## config.mk

```make
export PLATFORM = sky130hd
export DESIGN_NAME = ptw_grp_walker
export DESIGN_NICKNAME = d
export VERILOG_FILES = /design/src/rtl/ptw_pkg.sv /design/src/rtl/ptw_hash.sv /design/src/rtl/ptw_match.sv /design/src/rtl/ptw_walk.sv /design/src/rtl/ptw_grp_walker.sv
export SDC_FILE = /design/constraint.sdc
export NUM_CORES = 1
export LEC_CHECK = 0
export ABC_AREA = 1
export BUFFER_PORTS_ARGS = -buffer_cell sky130_fd_sc_hd__buf_2
export CAP_MARGIN = 20
export CORE_AREA = 2 2 97 99
export DETAILED_ROUTE_END_ITERATION = 8
export DIE_AREA = 0 0 99 101
export PLACE_DENSITY = 0.81
export SLEW_MARGIN = 20
export SYNTH_ARGS = -nofsm -noshare
export SYNTH_HDL_FRONTEND = slang
export SYNTH_SLANG_ARGS = --single-unit
export TNS_END_PERCENT = 20
```

## constraint.sdc

```tcl
create_clock -name clk -period 2.05 [get_ports clk]
set_input_delay 0.205 -clock clk [delete_from_list [all_inputs] [get_ports clk]]
set_output_delay 0.205 -clock clk [all_outputs]
set_load 0.01 [all_outputs]
```

## src/rtl/ptw_pkg.sv

```systemverilog
package ptw_pkg;
  localparam int P_VSID_W    = 24;
  localparam int P_PIDX_W    = 16;
  localparam int P_HASH_W    = 19;
  localparam int P_PA_W      = 32;
  localparam int P_PAGE_LG   = 12;
  localparam int P_MINTBL_LG = 16;
  localparam int P_N_ENT     = 8;
  localparam int P_ENT_LG    = 3;
  localparam int P_ENT_W     = 64;
  localparam int P_API_W     = 6;

  typedef enum logic [0:0] {
    W_IDLE = 1'b0,
    W_SCAN = 1'b1
  } walk_state_t;
endpackage

```

## src/rtl/ptw_hash.sv

```systemverilog
module ptw_hash #(
  parameter int VSID_W    = ptw_pkg::P_VSID_W,
  parameter int PIDX_W    = ptw_pkg::P_PIDX_W,
  parameter int HASH_W    = ptw_pkg::P_HASH_W,
  parameter int PA_W      = ptw_pkg::P_PA_W,
  parameter int MINTBL_LG = ptw_pkg::P_MINTBL_LG,
  parameter int GRP_LG    = 6,
  localparam int LOW_W    = MINTBL_LG - GRP_LG,
  localparam int MSK_W    = HASH_W - LOW_W,
  localparam int TOP_W    = PA_W - MINTBL_LG - MSK_W
) (
  input  logic [VSID_W-1:0] vsid,
  input  logic [PIDX_W-1:0] pidx,
  input  logic              sec,
  input  logic [PA_W-1:0]   base,
  input  logic [MSK_W-1:0]  mask,
  output logic [PA_W-1:0]   grp_addr
);
  function automatic logic [HASH_W-1:0] f_hash(input logic [VSID_W-1:0] v,
                                               input logic [PIDX_W-1:0] p,
                                               input logic s);
    logic [HASH_W-1:0] h;
    h = v[HASH_W-1:0] ^ HASH_W'(p);
    return s ? ~h : h;
  endfunction

  function automatic logic [PA_W-1:0] f_place(input logic [HASH_W-1:0] h,
                                              input logic [PA_W-1:0]   b,
                                              input logic [MSK_W-1:0]  m);
    logic [MSK_W-1:0] mid;
    mid = b[MINTBL_LG +: MSK_W] | (h[HASH_W-1:LOW_W] & m);
    return {b[PA_W-1 -: TOP_W], mid, h[LOW_W-1:0], {GRP_LG{1'b0}}};
  endfunction

  logic [HASH_W-1:0] hash_val;

  always_comb begin
    hash_val = f_hash(vsid, pidx, sec);
    grp_addr = f_place(hash_val, base, mask);
  end
endmodule

```

## src/rtl/ptw_match.sv

```systemverilog
module ptw_match #(
  parameter int VSID_W = ptw_pkg::P_VSID_W,
  parameter int API_W  = ptw_pkg::P_API_W,
  parameter int PPN_W  = 20,
  parameter int ENT_W  = ptw_pkg::P_ENT_W,
  localparam int V_POS  = ENT_W - 1,
  localparam int VS_HI  = V_POS - 1,
  localparam int VS_LO  = VS_HI - VSID_W + 1,
  localparam int H_POS  = VS_LO - 1,
  localparam int API_HI = H_POS - 1,
  localparam int API_LO = API_HI - API_W + 1,
  localparam int PPN_HI = API_LO - 1,
  localparam int PPN_LO = PPN_HI - PPN_W + 1
) (
  input  logic [ENT_W-1:0]  ent,
  input  logic [VSID_W-1:0] want_vsid,
  input  logic [API_W-1:0]  want_api,
  input  logic              want_sec,
  output logic              is_match,
  output logic [PPN_W-1:0]  ppn
);
  logic f_valid, f_vsid, f_sec, f_api;

  always_comb begin
    f_valid  = ent[V_POS];
    f_vsid   = (ent[VS_HI:VS_LO] == want_vsid);
    f_sec    = (ent[H_POS] == want_sec);
    f_api    = (ent[API_HI:API_LO] == want_api);
    is_match = f_valid & f_vsid & f_sec & f_api;
    ppn      = ent[PPN_HI:PPN_LO];
  end
endmodule

```

## src/rtl/ptw_walk.sv

```systemverilog
module ptw_walk #(
  parameter int N_ENT = ptw_pkg::P_N_ENT,
  localparam int IDX_W = $clog2(N_ENT)
) (
  input  logic             clk,
  input  logic             rst_n,
  input  logic             start,
  input  logic             hit_now,
  output logic             busy,
  output logic             accept,
  output logic             finish,
  output logic [IDX_W-1:0] idx,
  output logic             done
);
  import ptw_pkg::*;

  localparam logic [IDX_W-1:0] LAST = IDX_W'(N_ENT - 1);

  walk_state_t state;
  logic        at_last;

  always_comb begin
    busy    = (state == W_SCAN);
    accept  = start && (state == W_IDLE);
    at_last = (idx == LAST);
    finish  = busy && (hit_now || at_last);
  end

  always_ff @(posedge clk) begin
    if (!rst_n) begin
      state <= W_IDLE;
      idx   <= '0;
      done  <= 1'b0;
    end else begin
      done <= finish;
      if (accept) begin
        state <= W_SCAN;
        idx   <= '0;
      end else if (finish) begin
        state <= W_IDLE;
        idx   <= '0;
      end else if (busy) begin
        idx <= idx + 1'b1;
      end
    end
  end

  // done lasts one cycle
  a_r8_done_single: assert property (@(posedge clk) disable iff (!rst_n)
    done |=> !done);

  // a running walk keeps stepping; start cannot restart it
  a_r9_idx_steps: assert property (@(posedge clk) disable iff (!rst_n)
    (busy && $past(busy)) |-> (idx == $past(idx) + 1'b1));

  // done follows the end of a walk, and only then
  a_r8_done_after_walk: assert property (@(posedge clk) disable iff (!rst_n)
    done |-> ($past(busy) && !busy));
endmodule

```

## src/rtl/ptw_grp_walker.sv

```systemverilog
module ptw_grp_walker #(
  parameter int VSID_W    = ptw_pkg::P_VSID_W,
  parameter int PIDX_W    = ptw_pkg::P_PIDX_W,
  parameter int HASH_W    = ptw_pkg::P_HASH_W,
  parameter int PA_W      = ptw_pkg::P_PA_W,
  parameter int PAGE_LG   = ptw_pkg::P_PAGE_LG,
  parameter int MINTBL_LG = ptw_pkg::P_MINTBL_LG,
  parameter int N_ENT     = ptw_pkg::P_N_ENT,
  parameter int ENT_LG    = ptw_pkg::P_ENT_LG,
  parameter int ENT_W     = ptw_pkg::P_ENT_W,
  parameter int API_W     = ptw_pkg::P_API_W,
  localparam int IDX_W    = $clog2(N_ENT),
  localparam int GRP_LG   = IDX_W + ENT_LG,
  localparam int MSK_W    = HASH_W - (MINTBL_LG - GRP_LG),
  localparam int PPN_W    = PA_W - PAGE_LG
) (
  input  logic              clk,
  input  logic              rst_n,
  input  logic              start,
  input  logic [VSID_W-1:0] vsid,
  input  logic [PIDX_W-1:0] pidx,
  input  logic              sec,
  input  logic [PA_W-1:0]   tbl_base,
  input  logic [MSK_W-1:0]  tbl_mask,
  output logic              busy,
  output logic              ent_rd,
  output logic [PA_W-1:0]   ent_addr,
  input  logic [ENT_W-1:0]  ent_data,
  output logic              done,
  output logic              hit,
  output logic [IDX_W-1:0]  hit_idx,
  output logic [PPN_W-1:0]  hit_ppn
);
  logic [PA_W-1:0]   grp_next;
  logic [PA_W-1:0]   grp_q;
  logic [VSID_W-1:0] vsid_q;
  logic [API_W-1:0]  api_q;
  logic              sec_q;
  logic              accept, finish, hit_now;
  logic [IDX_W-1:0]  idx;
  logic [PPN_W-1:0]  ppn_now;

  ptw_hash #(
    .VSID_W(VSID_W), .PIDX_W(PIDX_W), .HASH_W(HASH_W), .PA_W(PA_W),
    .MINTBL_LG(MINTBL_LG), .GRP_LG(GRP_LG)
  ) u_hash (
    .vsid(vsid), .pidx(pidx), .sec(sec), .base(tbl_base),
    .mask(tbl_mask), .grp_addr(grp_next)
  );

  ptw_match #(
    .VSID_W(VSID_W), .API_W(API_W), .PPN_W(PPN_W), .ENT_W(ENT_W)
  ) u_match (
    .ent(ent_data), .want_vsid(vsid_q), .want_api(api_q), .want_sec(sec_q),
    .is_match(hit_now), .ppn(ppn_now)
  );

  ptw_walk #(.N_ENT(N_ENT)) u_walk (
    .clk(clk), .rst_n(rst_n), .start(start), .hit_now(hit_now && busy),
    .busy(busy), .accept(accept), .finish(finish), .idx(idx), .done(done)
  );

  always_ff @(posedge clk) begin
    if (!rst_n) begin
      grp_q  <= '0;
      vsid_q <= '0;
      api_q  <= '0;
      sec_q  <= 1'b0;
    end else if (accept) begin
      grp_q  <= grp_next;
      vsid_q <= vsid;
      api_q  <= pidx[PIDX_W-1 -: API_W];
      sec_q  <= sec;
    end
  end

  always_ff @(posedge clk) begin
    if (!rst_n) begin
      hit     <= 1'b0;
      hit_idx <= '0;
      hit_ppn <= '0;
    end else if (finish) begin
      hit     <= hit_now;
      hit_idx <= hit_now ? idx : '0;
      hit_ppn <= hit_now ? ppn_now : '0;
    end
  end

  always_comb begin
    ent_rd   = busy;
    ent_addr = {grp_q[PA_W-1:GRP_LG], idx, {ENT_LG{1'b0}}};
  end

  // consecutive reads advance by one entry
  a_r5_step: assert property (@(posedge clk) disable iff (!rst_n)
    (ent_rd && $past(ent_rd)) |-> (ent_addr == $past(ent_addr) + PA_W'(1 << ENT_LG)));

  // the first read of a walk lands on a group boundary
  a_r5_first_aligned: assert property (@(posedge clk) disable iff (!rst_n)
    (ent_rd && !$past(ent_rd)) |-> (ent_addr[GRP_LG-1:0] == '0));

  // the reported index is the slot read in the final cycle
  a_r6_idx_last_read: assert property (@(posedge clk) disable iff (!rst_n)
    (done && hit) |-> (hit_idx == $past(ent_addr[GRP_LG-1:ENT_LG])));

  // a miss ends only after the last slot
  a_r7_miss_full: assert property (@(posedge clk) disable iff (!rst_n)
    (done && !hit) |-> ($past(ent_addr[GRP_LG-1:ENT_LG]) == IDX_W'(N_ENT - 1)));

  // results move only with done
  a_r10_hold: assert property (@(posedge clk) disable iff (!rst_n)
    !done |-> ($stable(hit) && $stable(hit_idx) && $stable(hit_ppn)));
endmodule

```

==> results of run 1 <==
[final cells by class]
type | count | area share [%]
antenna | 1 | 0.0479
clock buffer | 11 | 2.90
clock inverter | 5 | 1.56
inverter | 67 | 4.81
multi-input combinational | 380 | 36.9
sequential | 86 | 33.0
tap | 111 | 2.66
timing repair buffer | 182 | 18.2
[cell families (layout without fill, tap and decap cells)]
group	after synthesis	in the layout	share of synthesized area (%)
flops	86	86	42.7
mux	2	2	0.496
compound gates	99	99	13.2
simple gates	243	244	26.4
buf+inv	99	265	9.99
xor+xnor	30	30	6.52
fa+ha+maj	2	2	0.620
other cells	1	4	0.0930
[cell usage in the layout, fill, tap and decap left out, types with 5 or more instances in the layout]
cell type	instances
buf_2	176
nand2_1	126
dfxtp_1	86
inv_1	61
nor2_1	56
o21ai_0	55
a21oi_1	31
nand4_1	30
xor2_1	19
nor3_1	13
xnor2_1	11
clkbuf_8	11
a22o_1	10
nand3_1	7
or2_2	6
inv_2	5
[metrics by stage]
stage,hold slack (ns),cell area [sq um]
finish,0.0518,5230
global route,0.0302,5230
CTS,0.0358,5210
detailed placement,0.406,4980
global placement,0.400,4980
floorplan,0.316,4040
[registers in the layout, indices dropped and copies added (netlist names)]
signal / cells
hit_ppn: 20
vsid_q: 24
hit_idx: 3
u_walk.done: 1
hit: 1
sec_q: 1
u_walk.idx: 3
grp_q: 26
api_q: 6
u_walk.busy: 1
[final timing paths]
kind         slack [ns]         start          end  cells past startpoint
max                0.19    vsid_q[22]   hit_idx[0]                      9
min                0.05  ent_data[29]  hit_ppn[17]                      3
min reg2reg        0.46    vsid_q[18]   vsid_q[18]                      2
max reg2reg        0.19    vsid_q[22]   hit_idx[0]                      9
[worst register-to-register path, stage by stage, from the launching register on]
cell and delay (ns):
dfxtp_1 0.32, xnor2_1 0.25, nand2_1 0.08, nor2_1 0.10, nand2_1 0.06, nor2_2 0.27
nand2_4 0.27, nor2_4 0.30, nand2_1 0.09, nand2_1 0.07
[metal layers]
layer  routed length [microns]  vias to the layer above  GRT usage (%)
met3                       578                       19           4.85
met1                      4900                     1869           27.8
met4                       244                        0           8.54
met2                      5310                      118           37.6
li1                          -                     2120              -
met5                         0                        -              0
[report_power, final]
| group | switching (mW) | internal [mW] | total [mW] |
|---|---|---|---|
| registers | 0.0494 | 1.76 | 1.81 |
| clock network | 0.613 | 0.754 | 1.37 |
| logic | 0.331 | 0.266 | 0.597 |
| total | 0.994 | 2.78 | 3.77 |
==> summary.txt, run 1 <==
Run status
  • Status: complete, no violations

Global routing
  • Vias in the first global route: 3992
  • First-pass GRT wire length: 18.3 mm
  • Initial antenna violation count: 1
  • Grt ovf: 0
  • Largest net degree at the start of global routing: 67
  • Total GRT Usage: 22.3%

Clock tree
  • Worst-Skew Late Latency: 0.35 ns
  • Quantity of gates resized following cts: 0
  • Post-CTS Setup Inserts: 0
  • CTS Buffer Depth: 2
  • Clk sinks: 86
  • H-tree levels: 3
  • Clock Root Buffer: clkbuf_8
  • CTS tree: done
  • Clock transition at path regs: 0.08 ns
  • CTS Buf Count: 9
  • Hold-fix buffer count after cts: 0

Min path
  • Worst Hold Class: input pin to register

Floorplanning
  • Die W: 99 microns
  • CORE AREA: 8980 sq um
  • Die height: 101 microns
  • IO Pins: 208
  • Initial core utilization: 44.9%
  • Row count: 35
  • Die area: 10000 sq um

Synthesis
  • Main flop type after synthesis: dfxtp_1
  • Most frequent cell after synthesis: nand2_1
  • Post-synth EDFFs: 0
  • Mapped Cells: 562
  • Top cells by count, synth: nand2_1, dfxtp_1, inv_1
  • Warnings from Yosys: 0
  • Syn Area/Cell: 7.18 sq um
  • #FFs+latches synth: 86
  • Sequential fraction of the synthesis area: 42.7%
  • Synth cell types: 28
  • Ranking of synthesized cells by area: dfxtp_1, nand2_1, o21ai_0, inv_1, nor2_1
  • Async SR Flop Fraction: 0%
  • Synth area leader: dfxtp_1
  • Yosys top cell area share: 42.7%
  • Mapped cell area: 4030 sq um

Placed design
  • Post-place setup slack: 0.230 ns
  • DPL Wire Length: 8.24 mm
  • Gpl congestion: 0.847
  • DP Cell Count: 825
  • Port buffer count: 176

Cells and area
  • Cell Count, Final, Fillers Out: 843
  • Share of layout cells above drive strength 1: 29.4%
  • Syn-to-layout area delta: 29.6%
  • Multi-input gate area: 1930 sq um
  • Nets: 877
  • Register area: 1720 sq um
  • Fin util: 58.2%
  • Filler Cells Inserted: 839

Detailed routing
  • Wire per inst: 13.1 microns
  • Drc violations: 0
  • Via count: 4126
  • ANT nets after route: 0
  • Pre-antenna DRT Iters: 4
  • Routed wire length: 11.0 mm
  • Starting DRC count in detailed routing: 163
  • Vias per Instance: 4.89

STA
  • Setup Total Neg Slack: 0 ns
  • Slew Limit Fails: 0
  • Peak Freq: 538 MHz
  • Final hold violation count: 0
  • Final setup margin: 0.190 ns
  • Final setup fails: 0
  • Max-slew headroom: 43.3%
  • Worst Tran Pin Value: 0.847 ns
  • Unrepaired setup endpoints after global routing: false
  • Final Skew: 0.00855 ns
  • Final period utilization: 90.7%
  • Clock period minus final worst setup slack: 1.86 ns

Critical path
  • Crit start category: register
  • Worst-path maximum fanout: 28
  • CP max stage delay: 0.32 ns
  • Buf/Inv on CP: 0
  • WS Path Type: register to register
  • Critical path, cell by cell: xnor2_1, nand2_1, nor2_1, nand2_1, nor2_2, nand2_4, nor2_4, nand2_1, nand2_1
  • Cell mode on critical path: nand2_1
  • Critical-path top delay cell: dfxtp_1
  • Worst Path Required: 2.34 ns
  • Worst setup EP type: register
  • Cell family with most CP delay: simple AND/OR/NAND/NOR gates
  • Crit path arrival time: 2.15 ns

Power
  • Leakage: 2.83 nW
  • Total power: 3.77 mW
  • P per Cell Area: 722 nW/um^2
  • Maximum vdd drop: 0.386 mV

Job
  • Max-Cap Viols: 0
Power figures use the tool's default switching activity.
==> run 2: changes to the inputs <==
- ABC_AREA: 1 -> not set
- PLACE_DENSITY: 0.81 -> 0.8
==> summary.txt, run 2 <==
Critical path
  • Crit path arrival time: 2.32 ns
  • CP max stage delay: 0.50 ns
  • Crit start category: register
  • WS Path Type: register to register
  • Critical-path top delay cell: or4_4
  • Cell family with most CP delay: simple AND/OR/NAND/NOR gates
  • Worst Path Required: 2.32 ns
  • Buf/Inv on CP: 2
  • Worst-path maximum fanout: 8
  • Critical path, cell by cell: xnor2_2, nand3_2, or4_4, nor4_4, buf_4, buf_12, mux2i_1
  • Worst setup EP type: register

Cells and area
  • Share of layout cells above drive strength 1: 34.4%
  • Fin util: 58.0%
  • Most frequent cells in the layout: buf_2, nand2_1, dfxtp_1, a21boi_0, xnor2_1
  • Filler Cells Inserted: 815
  • Cell Count, Final, Fillers Out: 745
  • Syn-to-layout area delta: 31.9%
  • Nets: 780
  • Top Registers: grp_q: 26 flops, vsid_q: 24 flops, hit_ppn: 20 flops
  • Most common cell after layout, fill and taps aside: buf_2
  • Most flops, register: grp_q
  • Number of flip-flops in the largest register: 26
  • Diodes inserted: 0

Clock tree
  • CTS tree: done
  • CTS Buffer Depth: 2
  • Hold-fix buffer count after cts: 0
  • Clock Root Buffer: clkbuf_8
  • H-tree levels: 3
  • CTS Buf Count: 9
  • Clk sinks: 86
  • Worst-Skew Late Latency: 0.35 ns
  • Clock transition at path regs: 0.10 ns

Detailed routing
  • Pre-antenna DRT Iters: 4
  • Vias per Instance: 4.89
  • Routed wire length: 10.3 mm
  • ANT nets after route: 0
  • Drc violations: 0
  • Via count: 3645
  • Starting DRC count in detailed routing: 87
  • Wire per inst: 13.8 microns

Floorplanning
  • Die W: 99 microns
  • CORE AREA: 8980 sq um
  • Initial core utilization: 43.9%
  • Row count: 35
  • IO Pins: 208
  • Die area: 10000 sq um
  • Die height: 101 microns

STA
  • Unrepaired setup endpoints after global routing: true
  • Peak Freq: 487 MHz
  • Hold WS: 0.0920 ns
  • Final period utilization: 100%
  • Worst Tran Pin Value: 0.599 ns
  • Final setup fails: 1
  • Clock period minus final worst setup slack: 2.05 ns
  • Final setup margin: -0.00474 ns
  • Max-slew headroom: 60.1%
  • Final Skew: 0.0116 ns
  • Final hold violation count: 0
  • Slew Limit Fails: 0

Global routing
  • Initial antenna violation count: 0
  • First-pass GRT wire length: 16.2 mm
  • Vias in the first global route: 3560
  • Total GRT Usage: 20.1%
  • Largest net degree at the start of global routing: 56
  • Grt ovf: 0

Power
  • Logic pwr share: 16.5%
  • Sequential power share: 51.6%
  • Pint: 2.50 mW
  • P_sw: 0.971 mW
  • Maximum vdd drop: 0.319 mV
  • Total power: 3.48 mW
  • Sw Share: 27.9%
  • Leakage: 2.34 nW
  • P per Cell Area: 668 nW/um^2
  • Clk pwr share: 31.9%

Placed design
  • Port buffer count: 176
  • DPL Wire Length: 7.49 mm
  • Gpl congestion: 0.819
  • DP Cell Count: 725
  • Post-place setup slack: 0.0192 ns

Synthesis
  • Top cells by count, synth: nand2_1, dfxtp_1, a21boi_0
  • Post-synth EDFFs: 0
  • Syn Area/Cell: 8.56 sq um
  • Most frequent cell after synthesis: nand2_1
  • Mapped cell area: 3950 sq um
  • Synth cell types: 27
  • Mapped Cells: 461
  • Warnings from Yosys: 0
  • Async SR Flop Fraction: 0%
  • Ranking of synthesized cells by area: dfxtp_1, nand2_1, xnor2_1, a21boi_0, mux2i_1
  • #FFs+latches synth: 86
  • Main flop type after synthesis: dfxtp_1
  • Yosys top cell area share: 43.6%
  • Sequential fraction of the synthesis area: 43.6%
  • Synth area leader: dfxtp_1

Run status
  • Status: complete, but fails checks
  • Failing checks: negative setup slack

Job
  • Max-Cap Viols: 0

Min path
  • Worst Hold Class: input pin to register
==> run 2: layout make-up <==
type | instances | area (sq um) | area share, %
Clock buffer | 10 | 138 | 2.65
Clock inverter | 6 | 45.0 | 0.866
Inverter | 1 | 3.75 | 0.0722
Multi-Input combinational cell | 343 | 2110 | 40.6
Sequential cell | 86 | 1730 | 33.2
Tap cell | 111 | 139 | 2.67
Timing Repair Buffer | 188 | 1040 | 20.0
==> run 2: timing repair <==
item,CTS,global route
cloned,1,1
setup buffers,1,1
pin swaps,2,8
hold endpoints to repair,0,0
gates resized for setup,1,9
setup endpoints to repair,4,29
==> run 2: kinds of logic (layout without fill, tap and decap cells) <==
| group | Yosys count | in the layout | synth area share (%) |
|---|---|---|---|
| and+or+nand+nor | 168 | 168 | 17.5 |
| DFF | 86 | 86 | 43.6 |
| AOI/OAI and AO/OA | 81 | 81 | 13.4 |
| xor gates and xnor gates | 66 | 66 | 14.7 |
| buffers and inverters | 34 | 205 | 4.15 |
| muxes | 23 | 23 | 5.84 |
| adders and majority gates | 2 | 2 | 0.634 |
| other | 1 | 3 | 0.0951 |
==> run 2: power groups by stage <==
| stage | Sequential, mW | Clock (mW) | Combinational, mW |
|---|---|---|---|
| floorplan | 1.84 | 0 | 0.306 |
| global placement | 1.82 | 0 | 0.553 |
| detailed placement | 1.83 | 0 | 0.569 |
| CTS | 1.79 | 1.14 | 0.572 |
| global route | 1.80 | 1.21 | 0.641 |
| finish | 1.79 | 1.11 | 0.574 |
==> run 2: path summary, 6_finish.rpt <==
path / start / endpoint / slack (ns) / cells after the start
setup / recovery: vsid_q[10] / hit_ppn[13] / -0.005 / 7
hold / removal: tbl_base[25] / grp_q[25] / 0.09 / 3
setup reg to reg: vsid_q[10] / hit_ppn[13] / -0.005 / 7
hold reg to reg: hit_ppn[17] / hit_ppn[17] / 0.46 / 2
==> run 2: tightest hold or removal path, stage by stage <==
cell	delay, ns
buf_2	0.10
nand2_1	0.04
a21boi_0	0.06
==> run 2: stage by stage <==
step            TNS, ns  cell area (sq um)
3_3_place_gp          0               4910
5_1_grt           -2.29               5200
2_1_floorplan         0               3950
3_5_place_dp          0               4910
6_report       -0.00474               5200
4_1_cts        -0.00827               5130
==> run 2: per-layer routing <==
metal | global-route usage, % | share of wire, % | vias up
met5 | 0 | 0 | -
met4 | 6.95 | 1.6 | 0
met3 | 4.30 | 8.0 | 16
met2 | 36.2 | 49 | 148
met1 | 23.6 | 42 | 1652
li1 | - | - | 1829
==> run 3: changes to the inputs <==
- CORE_AREA: 2 2 97 99 -> 2 2 101 103
- DIE_AREA: 0 0 99 101 -> 0 0 103 105
- RECOVER_POWER: not set -> 25
- SLEW_MARGIN: 20 -> not set
- SYNTH_HIERARCHICAL: not set -> 1
==> summary.txt, run 3 <==
Min path
  • WHS Path Cells: 3
  • Worst Hold Class: input pin to register
  • Worst Min Path Start: ent_data[15]
  • Hold EP: hit_ppn[3]

Floorplanning
  • Row count: 36
  • CORE AREA: 9640 sq um
  • Die area: 10800 sq um
  • Initial core utilization: 45.4%
  • Die height: 105 microns
  • IO Pins: 208
  • Die W: 103 microns

Critical path
  • Flop2flop setup slack: -0.13 ns
  • Critical path, cell by cell: xor2_2, nor4_2, nand4_1, nor4_2, buf_4, and2_4, o21a_1, buf_6, clkbuf_16, nand3b_1, o21ai_1
  • Cell mode on critical path: nor4_2
  • CP max stage delay: 0.34 ns
  • Cell family with most CP delay: simple AND/OR/NAND/NOR gates
  • RR Startpoint: vsid_q[23]
  • Crit start category: register
  • WS Path Type: register to register
  • FF-to-FF path depth: 11
  • Worst setup EP type: register
  • Worst reg2reg endpoint: hit_ppn[13]
  • Worst Path Required: 2.28 ns
  • Worst-path maximum fanout: 9
  • Crit path arrival time: 2.41 ns
  • Critical-path top delay cell: dfxtp_2
  • Buf/Inv on CP: 3

STA
  • Final setup margin: -0.130 ns
  • Setup Total Neg Slack: -2.52 ns
  • Peak Freq: 459 MHz
  • Final hold violation count: 0
  • Final setup fails: 26
  • Slew Limit Fails: 0
  • Final Skew: 0.0108 ns
  • Clock period minus final worst setup slack: 2.18 ns
  • Final period utilization: 106%
  • Unrepaired setup endpoints after global routing: true

Detailed routing
  • Starting DRC count in detailed routing: 56
  • Drc violations: 0
  • Pre-antenna DRT Iters: 4
  • Via count: 3357
  • ANT nets after route: 0
  • Wire per inst: 14.4 microns
  • Vias per Instance: 4.70
  • Routed wire length: 10.2 mm

Clock tree
  • Worst-Skew Late Latency: 0.34 ns
  • H-tree levels: 3
  • Clock Root Buffer: clkbuf_8
  • CTS Buf Count: 9
  • CTS Buffer Depth: 2
  • Clk sinks: 86
  • CTS tree: done
  • Clock transition at path regs: 0.09 ns

Global routing
  • Largest net degree at the start of global routing: 54
  • First-pass GRT wire length: 15.6 mm
  • Total GRT Usage: 18.3%
  • Initial antenna violation count: 0
  • Grt ovf: 0
  • Vias in the first global route: 3294

Cells and area
  • Final Cell Area: 5470 sq um
  • Register area: 1730 sq um
  • Share of layout cells above drive strength 1: 33.6%
  • Top Registers: grp_q: 26 flops, vsid_q: 24 flops, hit_ppn: 20 flops
  • Most flops, register: grp_q
  • Cell Count, Final, Fillers Out: 714
  • Most common cell after layout, fill and taps aside: buf_2
  • Multi-input gate area: 2260 sq um
  • Most frequent cells in the layout: buf_2, dfxtp_1, mux2i_1, nor2b_1, clkbuf_1
  • Diodes inserted: 0
  • Nets: 727
  • Syn-to-layout area delta: 24.8%
  • Filler Cells Inserted: 878
  • Number of flip-flops in the largest register: 26

Run status
  • Failing checks: negative setup slack
  • Status: complete, but fails checks

Power
  • Leakage: 2.46 nW
  • Maximum vdd drop: 0.384 mV
  • Total power: 3.79 mW
  • P per Cell Area: 694 nW/um^2

Placed design
  • Port buffer count: 176
  • DPL Wire Length: 7.51 mm
  • Dpl cell area: 5150 sq um
  • Gpl congestion: 0.734
  • DP Cell Count: 693

Synthesis
  • Mapped cell area: 4380 sq um
  • Syn Area/Cell: 10.3 sq um
  • Warnings from Yosys: 6
  • Mapped Cells: 425

Job
  • Max-Cap Viols: 0
## run 3: metal layers
layer / up-vias / GRT usage, % / wire [microns]
li1: 1678 / - / -
met1: 1521 / 23.2 / 4500
met2: 145 / 29.4 / 4750
met3: 13 / 5.28 / 860
met4: 0 / 6.02 / 138
met5: - / 0 / 0
## run 3: layout make-up
type                    count  area share [%]
multi-input cells         284            41.4
flip-flops and latches     86            31.6
clock buffers              12            2.84
inverters                   1          0.0687
well taps                 133            3.04
repair buffers            194            19.6
clock inverters             4            1.42
## run 3: how the worst max path moves through the flow
stage	from	endpoint	slack [ns]	depth (start not counted)
floorplan	api_q[5]	hit_idx[0]	0.11	9
global placement	vsid_q[23]	hit_ppn[0]	-0.24	10
detailed placement	vsid_q[23]	hit_ppn[12]	-0.26	10
CTS	vsid_q[23]	hit_ppn[1]	-0.13	11
global route	vsid_q[23]	hit_ppn[13]	-0.31	11
finish	vsid_q[23]	hit_ppn[13]	-0.13	11
## run 3: worst min-delay path: stages
cell and delay [ns]:
buf_2 0.09, nand2_1 0.05, o21ai_1 0.05
## run 3: what timing repair did
action / CTS / global route
gates cloned: 0 / 2
endpoints found under the setup margin: 26 / 26
hold buffers: 0 / 0
pin swaps: 4 / 4
gates resized for setup: 13 / 21
setup buffers: 2 / 1
## run 3: stage by stage
step                hold WS (ns)  utilization [%]  worst slack, ns
global placement           0.449             53.4           -0.241
finish                    0.0861             56.7           -0.130
detailed placement         0.455             53.4           -0.256
global route              0.0624             56.7           -0.309
floorplan                  0.327                -            0.109
CTS                       0.0727             56.2           -0.131
## run 3: power breakdown
| group | switching [mW] | internal (mW) | total, mW |
|---|---|---|---|
| logic | 0.297 | 0.343 | 0.641 |
| registers | 0.0507 | 1.75 | 1.80 |
| clock network | 0.591 | 0.761 | 1.35 |
